==> config.mk <==
export PLATFORM = sky130hd
export DESIGN_NAME = td_status_unit
export DESIGN_NICKNAME = d
export VERILOG_FILES = /design/src/rtl/td_pkg.sv /design/src/rtl/td_token_decode.sv /design/src/rtl/td_resp_eval.sv /design/src/rtl/td_ctrl_update.sv /design/src/rtl/td_status_unit.sv
export SDC_FILE = /design/constraint.sdc
export NUM_CORES = 1
export LEC_CHECK = 0
export BUFFER_PORTS_ARGS = -buffer_cell sky130_fd_sc_hd__buf_2
export CAP_MARGIN = 20
export CORE_ASPECT_RATIO = 1.1
export CORE_MARGIN = 1.5
export CORE_UTILIZATION = 45
export CTS_CLUSTER_SIZE = 24
export DETAILED_ROUTE_END_ITERATION = 8
export PLACE_DENSITY = 0.84
export SETUP_SLACK_MARGIN = 0.3
export SLEW_MARGIN = 20
export SYNTH_ARGS = -nofsm -noshare
export SYNTH_HDL_FRONTEND = slang
export SYNTH_HIERARCHICAL = 1
export SYNTH_SLANG_ARGS = --single-unit
==> constraint.sdc <==
create_clock -name clk -period 2.25 [get_ports clk]
set_clock_uncertainty 0.05 [all_clocks]
set_input_delay 0.1125 -clock clk [delete_from_list [all_inputs] [get_ports clk]]
set_output_delay 0.1125 -clock clk [all_outputs]
set_load 0.05 [all_outputs]
==> src/rtl/td_pkg.sv <==
package td_pkg;
  localparam int CTRL_W   = 32;
  localparam int LENF_W   = 11;

  localparam int B_ACT    = 23;
  localparam int B_IOC    = 24;
  localparam int B_ISO    = 25;
  localparam int B_SPD    = 29;
  localparam int B_STALL  = 22;
  localparam int B_BABBLE = 20;
  localparam int B_NAK    = 19;
  localparam int B_TMO    = 18;
  localparam int B_CNT_LO = 27;
  localparam int B_CNT_HI = 28;

  localparam logic [7:0] ID_SETUP = 8'h2D;
  localparam logic [7:0] ID_IN    = 8'h69;
  localparam logic [7:0] ID_OUT   = 8'hE1;

  localparam logic [2:0] RSP_ACK    = 3'd0;
  localparam logic [2:0] RSP_NAK    = 3'd1;
  localparam logic [2:0] RSP_STALL  = 3'd2;
  localparam logic [2:0] RSP_NODEV  = 3'd3;
  localparam logic [2:0] RSP_BABBLE = 3'd4;

  typedef enum logic [1:0] {
    OC_ADVANCE = 2'd0,
    OC_SKIP    = 2'd1,
    OC_ABORT   = 2'd2
  } outcome_e;

  typedef enum logic [1:0] {
    KIND_BAD   = 2'd0,
    KIND_SETUP = 2'd1,
    KIND_IN    = 2'd2,
    KIND_OUT   = 2'd3
  } pkt_kind_e;

  typedef struct packed {
    logic [CTRL_W-1:0] ctrl;
    logic [1:0]        mask;
    outcome_e          outcome;
    logic              err;
    logic              perr;
    logic              wb;
  } td_result_t;
endpackage

==> src/rtl/td_token_decode.sv <==
module td_token_decode
  import td_pkg::*;
(
  input  logic [31:0]       token,
  output logic [LENF_W-1:0] max_len,
  output pkt_kind_e         kind
);
  // Length field holds max-1; the sum wraps so 0x7FF means zero bytes.
  assign max_len = token[31:21] + LENF_W'(1);

  always_comb begin
    case (token[7:0])
      ID_SETUP: kind = KIND_SETUP;
      ID_IN:    kind = KIND_IN;
      ID_OUT:   kind = KIND_OUT;
      default:  kind = KIND_BAD;
    endcase
  end
endmodule

==> src/rtl/td_resp_eval.sv <==
module td_resp_eval
  import td_pkg::*;
#(
  parameter int LEN_W = 12
) (
  input  logic [2:0]        resp,
  input  logic [LEN_W-1:0]  len,
  input  logic [LENF_W-1:0] max_len,
  input  pkt_kind_e         kind,
  output logic [2:0]        eff_resp,
  output logic [LENF_W-1:0] xfer_len,
  output logic              short_pkt
);
  localparam int CMP_W = (LEN_W > LENF_W) ? LEN_W : LENF_W;

  logic [CMP_W-1:0] len_x;
  logic [CMP_W-1:0] max_x;
  logic             over;

  assign len_x = CMP_W'(len);
  assign max_x = CMP_W'(max_len);
  assign over  = len_x > max_x;

  always_comb begin
    eff_resp  = (resp > RSP_BABBLE) ? RSP_NODEV : resp;
    xfer_len  = max_len;
    short_pkt = 1'b0;
    if (kind == KIND_IN) begin
      if (resp == RSP_ACK) begin
        if (over) begin
          eff_resp = RSP_BABBLE;
        end else begin
          xfer_len  = len_x[LENF_W-1:0];
          short_pkt = len_x < max_x;
        end
      end
    end
  end
endmodule

==> src/rtl/td_ctrl_update.sv <==
module td_ctrl_update
  import td_pkg::*;
(
  input  logic [CTRL_W-1:0] ctrl,
  input  pkt_kind_e         kind,
  input  logic [2:0]        eff_resp,
  input  logic [LENF_W-1:0] xfer_len,
  input  logic              short_pkt,
  output td_result_t        res
);
  logic [CTRL_W-1:0] nxt;
  logic [1:0]        mask;
  outcome_e          oc;
  logic              err;
  logic              perr;
  logic              tmo;
  logic [1:0]        cnt;

  assign cnt = ctrl[B_CNT_HI:B_CNT_LO];

  always_comb begin
    nxt  = ctrl;
    mask = {1'b0, ctrl[B_IOC]};
    oc   = OC_SKIP;
    err  = 1'b0;
    perr = 1'b0;
    tmo  = 1'b0;
    if (ctrl[B_ACT]) begin
      if (kind == KIND_BAD) begin
        perr = 1'b1;
        oc   = OC_ABORT;
      end else begin
        if (ctrl[B_ISO]) nxt[B_ACT] = 1'b0;
        case (eff_resp)
          RSP_ACK: begin
            nxt[LENF_W-1:0] = xfer_len - LENF_W'(1);
            nxt[B_ACT]      = 1'b0;
            if (kind == KIND_IN && ctrl[B_SPD] && short_pkt) begin
              mask[1] = 1'b1;
              oc      = OC_SKIP;
            end else begin
              oc = OC_ADVANCE;
            end
          end
          RSP_NAK: begin
            nxt[B_NAK] = 1'b1;
            tmo        = (kind == KIND_SETUP);
          end
          RSP_STALL: begin
            nxt[B_STALL] = 1'b1;
            nxt[B_ACT]   = 1'b0;
          end
          RSP_BABBLE: begin
            nxt[B_BABBLE] = 1'b1;
            nxt[B_STALL]  = 1'b1;
            nxt[B_ACT]    = 1'b0;
            oc            = OC_ABORT;
          end
          default: tmo = 1'b1;
        endcase
        if (tmo) begin
          nxt[B_TMO] = 1'b1;
          if (cnt != 2'd0) begin
            nxt[B_CNT_HI:B_CNT_LO] = cnt - 2'd1;
            if (cnt == 2'd1) begin
              nxt[B_ACT] = 1'b0;
              err        = 1'b1;
            end
          end
        end
      end
    end
  end

  always_comb begin
    res.ctrl    = nxt;
    res.mask    = mask;
    res.outcome = oc;
    res.err     = err;
    res.perr    = perr;
    res.wb      = (nxt != ctrl);
  end
endmodule

==> src/rtl/td_status_unit.sv <==
module td_status_unit
  import td_pkg::*;
#(
  parameter int LEN_W = 12
) (
  input  logic             clk,
  input  logic             rst_n,
  input  logic             req_valid,
  output logic             req_ready,
  input  logic [31:0]      req_ctrl,
  input  logic [31:0]      req_token,
  input  logic [2:0]       req_resp,
  input  logic [LEN_W-1:0] req_len,
  output logic             done,
  output logic [31:0]      res_ctrl,
  output logic [1:0]       res_mask,
  output logic [1:0]       res_outcome,
  output logic             res_wb,
  output logic             res_err,
  output logic             res_perr
);
  logic [LENF_W-1:0] max_len;
  pkt_kind_e         kind;
  logic [2:0]        eff_resp;
  logic [LENF_W-1:0] xfer_len;
  logic              short_pkt;
  td_result_t        nxt_res;
  td_result_t        res_q;
  logic              ready_q;
  logic              done_q;
  logic              take;

  td_token_decode u_dec (
    .token   (req_token),
    .max_len (max_len),
    .kind    (kind)
  );

  td_resp_eval #(.LEN_W(LEN_W)) u_eval (
    .resp      (req_resp),
    .len       (req_len),
    .max_len   (max_len),
    .kind      (kind),
    .eff_resp  (eff_resp),
    .xfer_len  (xfer_len),
    .short_pkt (short_pkt)
  );

  td_ctrl_update u_upd (
    .ctrl      (req_ctrl),
    .kind      (kind),
    .eff_resp  (eff_resp),
    .xfer_len  (xfer_len),
    .short_pkt (short_pkt),
    .res       (nxt_res)
  );

  assign take = req_valid && ready_q;

  always_ff @(posedge clk or negedge rst_n) begin
    if (!rst_n) begin
      ready_q <= 1'b0;
      done_q  <= 1'b0;
      res_q   <= '0;
    end else begin
      ready_q <= 1'b1;
      done_q  <= take;
      if (take) res_q <= nxt_res;
    end
  end

  assign req_ready   = ready_q;
  assign done        = done_q;
  assign res_ctrl    = res_q.ctrl;
  assign res_mask    = res_q.mask;
  assign res_outcome = res_q.outcome;
  assign res_wb      = res_q.wb;
  assign res_err     = res_q.err;
  assign res_perr    = res_q.perr;

  // Timing of the result strobe.
  p_done_after_take_r1: assert property (@(posedge clk) disable iff (!rst_n)
    done |-> $past(req_valid && req_ready));
  p_no_spurious_done_r1: assert property (@(posedge clk) disable iff (!rst_n)
    !(req_valid && req_ready) |=> !done);
  // Process error always aborts and never touches the word.
  p_perr_abort_r4: assert property (@(posedge clk) disable iff (!rst_n)
    (done && res_perr) |-> (res_outcome == 2'd2 && res_ctrl == $past(req_ctrl)));
  // Short-packet cause only with a skip.
  p_short_skip_r6: assert property (@(posedge clk) disable iff (!rst_n)
    (done && res_mask[1]) |-> (res_outcome == 2'd1));
  // Non-process aborts carry babble and stall marks.
  p_abort_babble_r7: assert property (@(posedge clk) disable iff (!rst_n)
    (done && res_outcome == 2'd2 && !res_perr) |-> (res_ctrl[20] && res_ctrl[22] && !res_ctrl[23]));
  // Exhausted retries leave the descriptor inactive with timeout set.
  p_err_inactive_r8: assert property (@(posedge clk) disable iff (!rst_n)
    (done && res_err) |-> (!res_ctrl[23] && res_ctrl[18] && res_ctrl[28:27] == 2'd0));
  // Write-back flag matches an actual change.
  p_wb_change_r12: assert property (@(posedge clk) disable iff (!rst_n)
    done |-> (res_wb == (res_ctrl != $past(req_ctrl))));
  // Isochronous descriptors never stay active after processing.
  p_iso_clear_r11: assert property (@(posedge clk) disable iff (!rst_n)
    (done && !res_perr && $past(req_ctrl[25])) |-> !res_ctrl[23]);
endmodule

Word level (Yosys, flattened, before mapping)
Index checks and enable logic that the tools add are counted.
{"block": "classes", "addsub": 3, "n_lt_le_gt_ge": 3, "n_eq_ne": 10, "mux": 49, "n_reduce_logical": 9}
{"op": "11-bit two-way mux", "n": 6}
{"op": "1-bit two-way mux", "n": 26}
{"op": "3-bit two-way mux", "n": 6}
{"op": "18-bit inequality test", "n": 1}
{"op": "2-bit two-way mux", "n": 8}
{"op": "12-bit by 11-bit greater-than comparator with 1-bit output", "n": 1}
{"op": "12-bit by 11-bit less-than comparator with 1-bit output", "n": 1}
{"op": "11-bit by 1-bit adder with 11-bit output (second input constant)", "n": 1}
{"op": "11-bit by 1-bit subtractor with 11-bit output (second input constant)", "n": 1}
{"op": "8-bit by 6-bit equality test with 1-bit output (second input constant)", "n": 1}
{"op": "8-bit by 7-bit equality test with 1-bit output (second input constant)", "n": 1}
{"op": "8-bit equality test (second input constant)", "n": 1}
{"op": "3-bit logical NOT", "n": 2}
{"op": "2-bit one-hot mux with 3 select lines", "n": 1}
{"op": "2-bit by 1-bit equality test with 1-bit output (second input constant)", "n": 2}
{"op": "2-bit one-hot mux with 2 select lines", "n": 1}
{"op": "3-bit by 1-bit equality test with 1-bit output (second input constant)", "n": 1}
{"op": "3-bit by 2-bit equality test with 1-bit output (second input constant)", "n": 1}
{"op": "3-bit equality test (second input constant)", "n": 1}
{"op": "3-bit greater-than comparator (second input constant)", "n": 1}
{"op": "1-bit logical AND", "n": 3}
{"op": "3-bit OR reduction", "n": 1}
{"op": "2-bit equality test (second input constant)", "n": 1}
{"op": "2-bit logical NOT", "n": 1}
{"op": "4 further kinds", "n": 4}
{"block": "totals", "ff_bits": 41, "input_bits": 82, "out_inout_bits": 41, "wordCells": 82}

Longest topological paths before layout
Gate-level depths: netlist (run 1).
{"block": "logic_depth", "ltp_word": 14, "mapped_depth": 19, "ltp_nobuf": 18}

By module
Netlist (run 1), hierarchy kept.
{"mod": "td_status_unit", "instances": 1, "cells_each": 87, "area_each_um2": 1670.4, "seq_area_each_um2": 1026.0}
{"mod": "td_resp_eval", "instances": 1, "cells_each": 116, "area_each_um2": 884.6, "seq_area_each_um2": 0.0}
{"mod": "td_ctrl_update", "instances": 1, "cells_each": 111, "area_each_um2": 745.7, "seq_area_each_um2": 0.0}
{"mod": "td_token_decode", "instances": 1, "cells_each": 34, "area_each_um2": 247.7, "seq_area_each_um2": 0.0}

Worst setup path after synthesis (run 1)
Ideal clock, no wire load.
{"block": "synth_path", "path_kind": "input to register", "startpoint": "input port req_token[21]", "endpoint": "register res_q (netlist bit res_wb)", "setup_time_ns": 0.125, "t_arrival_ns": 3.539, "t_required_ns": 2.075, "setup_slack_ns": -1.464, "stages": 17, "path_buffers": 1, "path_cell_list": "ha_1 -> nand2_1 -> nor4_4 -> xor2_1 -> inv_1 -> ha_1 -> a211oi_1 -> nand2_1 -> a211oi_4 -> buf_6 -> a211o_1 -> nand3_2 -> or4_4 -> nor4_2 -> xor2_1 -> a221o_1 -> mux2_4"}
{"element": "start: declaration", "line": "td_status_unit.sv:11", "rtl": "input logic [31:0] req_token,"}
{"element": "end signal: assignment", "line": "td_status_unit.sv:68", "rtl": "if (take) res_q <= nxt_res;"}
{"element": "end: declaration", "line": "td_status_unit.sv:28", "rtl": "td_result_t res_q;"}

==> flow_summary.json, run 1 <==
{
  "io_pins": 123,
  "criticalPathCategory": "primary input to register",
  "drtIter0Drc": 122,
  "die_h_um": 96.1,
  "yosys.area.top_type": "dfrtp_1",
  "wl_per_cell_um": 15.7,
  "violations": "setup timing",
  "grt_antenna_before_repair": 0,
  "yosys.area_share.adder_pct": 4.58,
  "nets": 634,
  "cts_tree": "yes",
  "ant_nets": 0,
  "vias": 3364,
  "drv_slew": 0,
  "max-clock-path-buffers": 2,
  "synthCells": 348,
  "seq_area_frac_synth_pct": 28.9,
  "cts_root_buf": "clkbuf_8",
  "synth_cell_types": 55,
  "final_area_mm2": 0.00527,
  "crit_arrival_ps": 3770,
  "synthMuxAreaShare_pct": 17.1,
  "crit_path_start_kind": "primary input",
  "synth_top_area_share_pct": 28.9,
  "dp_hpwl_um": 7640,
  "ir_worst_vdd_v": 0.000355,
  "synth_common_cells": "41 x dfrtp_1, 39 x mux2_4, 21 x buf_4",
  "fin_crit_sh_pct": 161,
  "slew_headroom_pct": 42.5,
  "total_leakage_power_uw": 0.00272,
  "start_util_pct": 47.0,
  "synth_area_mm2": 0.00355,
  "synth_most_common_cell": "dfrtp_1",
  "finalWeightedCongestion": 0.914,
  "rsz0062_at_grt": "yes",
  "crit_path_max_fanout": 8,
  "area_growth_pct": 48.4,
  "rows": 33,
  "insertion_delay_ps": 280,
  "portBuffers": 109,
  "hold_class": "primary input to register",
  "cp.required_ps": 2380,
  "syn_area_per_cell_um2": 10.2,
  "clock_sinks": 41,
  "worst_hold_slack_ps": 8.97,
  "wl_um": 10100,
  "overflow": 0,
  "synth_edf_count": 0,
  "maxCapViolations": 0,
  "setup_viol": 23,
  "fmax_mhz": 275,
  "end_kind": "register",
  "first_global_vias": 3466,
  "synth-seq-cells": 41,
  "hold_viol_final": 0,
  "syn-num-nets": 443,
  "clk_pin_slew_ps": 80,
  "core_area_mm2": 0.00756,
  "first_pass_iters": 6,
  "yosys-top-cells-area": "dfrtp_1 29%, mux2_4 17%, ha_1 4.6%, buf_4 4.4%, xnor2_1 3.2%",
  "async_reset_ff_share_pct": 100,
  "drc": 0,
  "synth_top_family_by_area": "simple AND/OR/NAND/NOR gates",
  "worst_slew_pin_slew_ps": 863,
  "ctsHtreeMaxLevel": 2,
  "final_core_util_pct": 69.7,
  "yosys.area_share.simple_pct": 21.5,
  "yosys_warnings": 6,
  "finalSetupTns_ps": -25250,
  "cts_buffers": 5,
  "synth_ff_type": "dfrtp_1",
  "dpl_cell_area_mm2": 0.00469,
  "pre_cts_ws_ps": -1770,
  "drive_gt1_share_pct": 61.9,
  "grt_pass1_wl_um": 16100,
  "synth_xor_area_share_pct": 4.94,
  "status": "finished with violations",
  "routed_via_density": 5.22,
  "diodes": 0,
  "powerDensity_mw_per_mm2": 491,
  "period_needed_ps": 3630,
  "synth-compound-area-share_pct": 12.9,
  "die-area_mm2": 0.00843,
  "grt_max_degree": 42,
  "setup_ws_ps": -1380,
  "die_w_um": 87.7,
  "grt_usage_pct": 24.0
}
## where the power goes
| part | leakage (uW) | internal [uW] | total, uW | switching, uW |
|---|---|---|---|---|
| logic | 0.00219 | 505 | 1230 | 728 |
| registers | 0.000489 | 835 | 891 | 56.0 |
| clock network | 0.0000439 | 214 | 463 | 249 |
## registers in the layout, summed over array words and instances, names as in the netlist
register and count:
res_mask 2, req_ready 1, res_wb 1, res_err 1, res_ctrl 32, res_perr 1
done 1, res_outcome 2
## routing by layer
metal / share of wire (%) / track usage (%) / vias up
li1: - / - / 1622
met1: 43 / 28.6 / 1624
met2: 51 / 43.5 / 95
met3: 3.7 / 3.09 / 23
met4: 2.5 / 9.79 / 0
met5: 0 / 0 / -
## logic make-up (layout without fill, tap and decap cells)
logic type,Yosys count,after routing
compound gates,63,63
xor+xnor,20,20
fa+ha+maj,13,13
buf+inv,56,248
flops,41,41
mux,41,41
other cells,1,1
simple gates,113,113
## worst max-delay path: stages
cell and delay [ps]:
buf_8 80, nand3_4 120, nor4_4 300, xor2_1 260, inv_2 90, ha_4 240, a211oi_2 180, nand2_1 130
a211oi_4 430, a211oi_2 150, o21a_2 250, nor2b_1 140, a221o_1 360, a211o_1 290, a221o_1 370, mux2_4 270
## final timing paths
kind | start | end | slack [ps] | cells past startpoint
max | req_token[24] | res_wb$_DFFE_PN0P_ | -1380 | 16
min | req_ctrl[31] | res_ctrl[31]$_DFFE_PN0P_ | 9 | 2
max reg2reg | req_ready$_DFF_PN0_ | res_ctrl[11]$_DFFE_PN0P_ | 980 | 3
min reg2reg | res_ctrl[4]$_DFFE_PN0P_ | res_ctrl[4]$_DFFE_PN0P_ | 460 | 1
max in group asynchronous | rst_n | req_ready$_DFF_PN0_ | 1190 | 2
min in group asynchronous | rst_n | res_mask[1]$_DFFE_PN0P_ | 420 | 2
## layout by cell type, fill, tap and decap left out, types with 12 or more instances in the layout
| cell type | n |
|---|---|
| buf_2 | 104 |
| buf_4 | 92 |
| dfrtp_1 | 41 |
| mux2_4 | 40 |
| inv_1 | 17 |
| buf_6 | 16 |
| nand2_1 | 13 |
| nor2_1 | 13 |
| nand4_1 | 12 |
| a211o_1 | 12 |
## layout make-up
cell class	instances	area [um2]
Tap cell	105	131
Timing Repair Buffer	220	1510
Multi-Input combinational cell	251	2430
Sequential cell	41	1030
Clock buffer	5	68.8
Inverter	20	77.6
Fill cell	562	2290
Clock inverter	3	17.5
## per-stage QoR
step	power [uW]	std cells
2_1_floorplan	1680	348
3_3_place_gp	2020	612
5_1_grt	2710	645
6_report	2590	645
3_5_place_dp	2050	612
4_1_cts	2580	642
## what timing repair did
action                                 CTS  global route
hold buffers                             3             0
endpoints found under the hold margin   43             0
setup endpoints to repair               23            23
buffers inserted                        17             3
cloned                                   2             0
pin swaps                               30            14
gates resized for setup                 57            11
(Power assumes the default switching activity.)
==> run 2, diff against run 1 <==
- PLACE_DENSITY: 0.84 -> 0.81
==> flow_summary.json, run 2 (synthesis results as in run 1) <==
{
  "status": "finished with violations",
  "violations": "setup timing",
  "finalWeightedCongestion": 0.909,
  "grt_usage_pct": 23.4,
  "ir_worst_vdd_v": 0.000334,
  "powerDensity_mw_per_mm2": 524,
  "finalSetupTns_ps": -24480,
  "maxCapViolations": 0,
  "routed_via_density": 5.09,
  "worst_slew_pin_slew_ps": 884,
  "clk_pin_slew_ps": 80,
  "grt_max_degree": 42,
  "vias": 3315,
  "worst_hold_slack_ps": 9.42,
  "hold_viol_final": 0,
  "cts_buffers": 5,
  "switching_share_pct": 37.0,
  "period_needed_ps": 3600,
  "die-area_mm2": 0.00843,
  "reg2reg_from": "req_ready$_DFF_PN0_",
  "criticalPathCategory": "primary input to register",
  "combPwrFrac_pct": 43.8,
  "die_h_um": 96.1,
  "regToRegSetupSlack_ps": 980,
  "intPower_uw": 1790,
  "fin_crit_sh_pct": 160,
  "drtIter0Drc": 133,
  "grt_pass1_wl_um": 15400,
  "end_kind": "register",
  "regArea_mm2": 0.00103,
  "final_core_util_pct": 71.9,
  "layout.cells.most_common_list": "104 x buf_2, 91 x buf_4, 41 x mux2_4, 41 x dfrtp_1, 19 x inv_1",
  "crit_path_max_fanout": 7,
  "wl_um": 10100,
  "cts_tree": "yes",
  "cp-endpoint": "res_wb$_DFFE_PN0P_",
  "overflow": 0,
  "portBuffers": 109,
  "first_global_vias": 3255,
  "crit_path_start_kind": "primary input",
  "max-clock-path-buffers": 2,
  "fill_cells": 541,
  "first_pass_iters": 4,
  "dp_hpwl_um": 7400,
  "p_sw_uw": 1050,
  "area_growth_pct": 53.2,
  "fmax_mhz": 278,
  "clock_sinks": 41,
  "largest_register_ffs": 32,
  "die_w_um": 87.7,
  "startpoint": "req_token[26]",
  "cts_root_buf": "clkbuf_8",
  "wl_per_cell_um": 15.6,
  "drv_slew": 0,
  "crit_arrival_ps": 3740,
  "cp.required_ps": 2380,
  "pwr-share-seq_pct": 31.3,
  "ant_nets": 0,
  "total_leakage_power_uw": 0.00281,
  "r2r-end": "res_ctrl[26]$_DFFE_PN0P_",
  "grt_antenna_before_repair": 0,
  "drc": 0,
  "drive_gt1_share_pct": 62.0,
  "hold_class": "primary input to register",
  "layout_commonest_cell": "buf_2",
  "p_clk_share_pct": 25.0,
  "insertion_delay_ps": 290,
  "setup_ws_ps": -1350,
  "ctsHtreeMaxLevel": 2,
  "multiInputGateArea_mm2": 0.00250,
  "reg2reg_depth": 3,
  "io_pins": 123,
  "core_area_mm2": 0.00756,
  "rsz0062_at_grt": "yes",
  "slew_headroom_pct": 41.1,
  "rows": 33,
  "setup_viol": 23,
  "start_util_pct": 47.0,
  "p_total_uw": 2850,
  "nets": 639
}
==> run 2: metal layers <==
| metal | share of wire [%] | global-route usage (%) | up-vias |
|---|---|---|---|
| li1 | - | - | 1633 |
| met1 | 42 | 28.5 | 1575 |
| met2 | 52 | 42.9 | 92 |
| met3 | 4.0 | 2.23 | 15 |
| met4 | 1.9 | 7.54 | 0 |
| met5 | 0 | 0 | - |
==> run 2: power by group through the flow <==
stage               combinational, uW  sequential, uW  clock [uW]
floorplan                         433            1250           0
global placement                 1120             897           0
detailed placement               1140             903           0
CTS                              1190             890         732
global route                     1320             903         758
finish                           1250             891         711
==> run 2: what timing repair did <==
item,in CTS,in global routing
hold buffers,10,1
endpoints found under the hold margin,50,1
pin swaps,14,26
buffers inserted,9,13
gates cloned,0,1
setup endpoints to repair,23,23
resized for setup,33,44
==> run 2: through the flow <==
step	std cells	worst slack, ps	cell area, um2
global route	650	-1500	5430
detailed placement	608	-1790	4660
global placement	608	-1690	4660
CTS	635	-1240	5120
floorplan	348	-1300	3660
finish	651	-1350	5440
==> run 2: worst min path at each step <==
stage | start | to | slack [ps] | cells after the start
3_5_place_dp | rst_n | res_ctrl[21]$_DFFE_PN0P_ | 240 | 1
5_1_grt | req_ctrl[24] | res_ctrl[24]$_DFFE_PN0P_ | 5 | 2
3_3_place_gp | rst_n | res_ctrl[21]$_DFFE_PN0P_ | 220 | 1
2_1_floorplan | rst_n | done$_DFF_PN0_ | -230 | 0
6_report | req_ctrl[24] | res_mask[0]$_DFFE_PN0P_ | 9 | 2
4_1_cts | req_ctrl[24] | res_mask[0]$_DFFE_PN0P_ | 2 | 2
==> run 2: area by class of cell <==
cell class | instances | share of cell area (%)
multi-input combinational | 251 | 45.9
timing repair buffer | 225 | 28.8
sequential | 41 | 18.9
tap | 105 | 2.42
inverter | 20 | 1.38
clock buffer | 5 | 1.27
clock inverter | 3 | 1.27
antenna | 1 | 0.0460
==> run 2: critical path, cell delays in order <==
cell and delay (ps):
buf_2 130, nand3_1 140, nor3_2 170, xor2_1 230, inv_1 90, ha_1 320
a21oi_1 300, nor2_4 70, a211oi_4 390, a211oi_2 130, o21a_2 260, nor2b_1 140
a221o_1 360, a211o_1 270, a221o_1 350, mux2_4 270
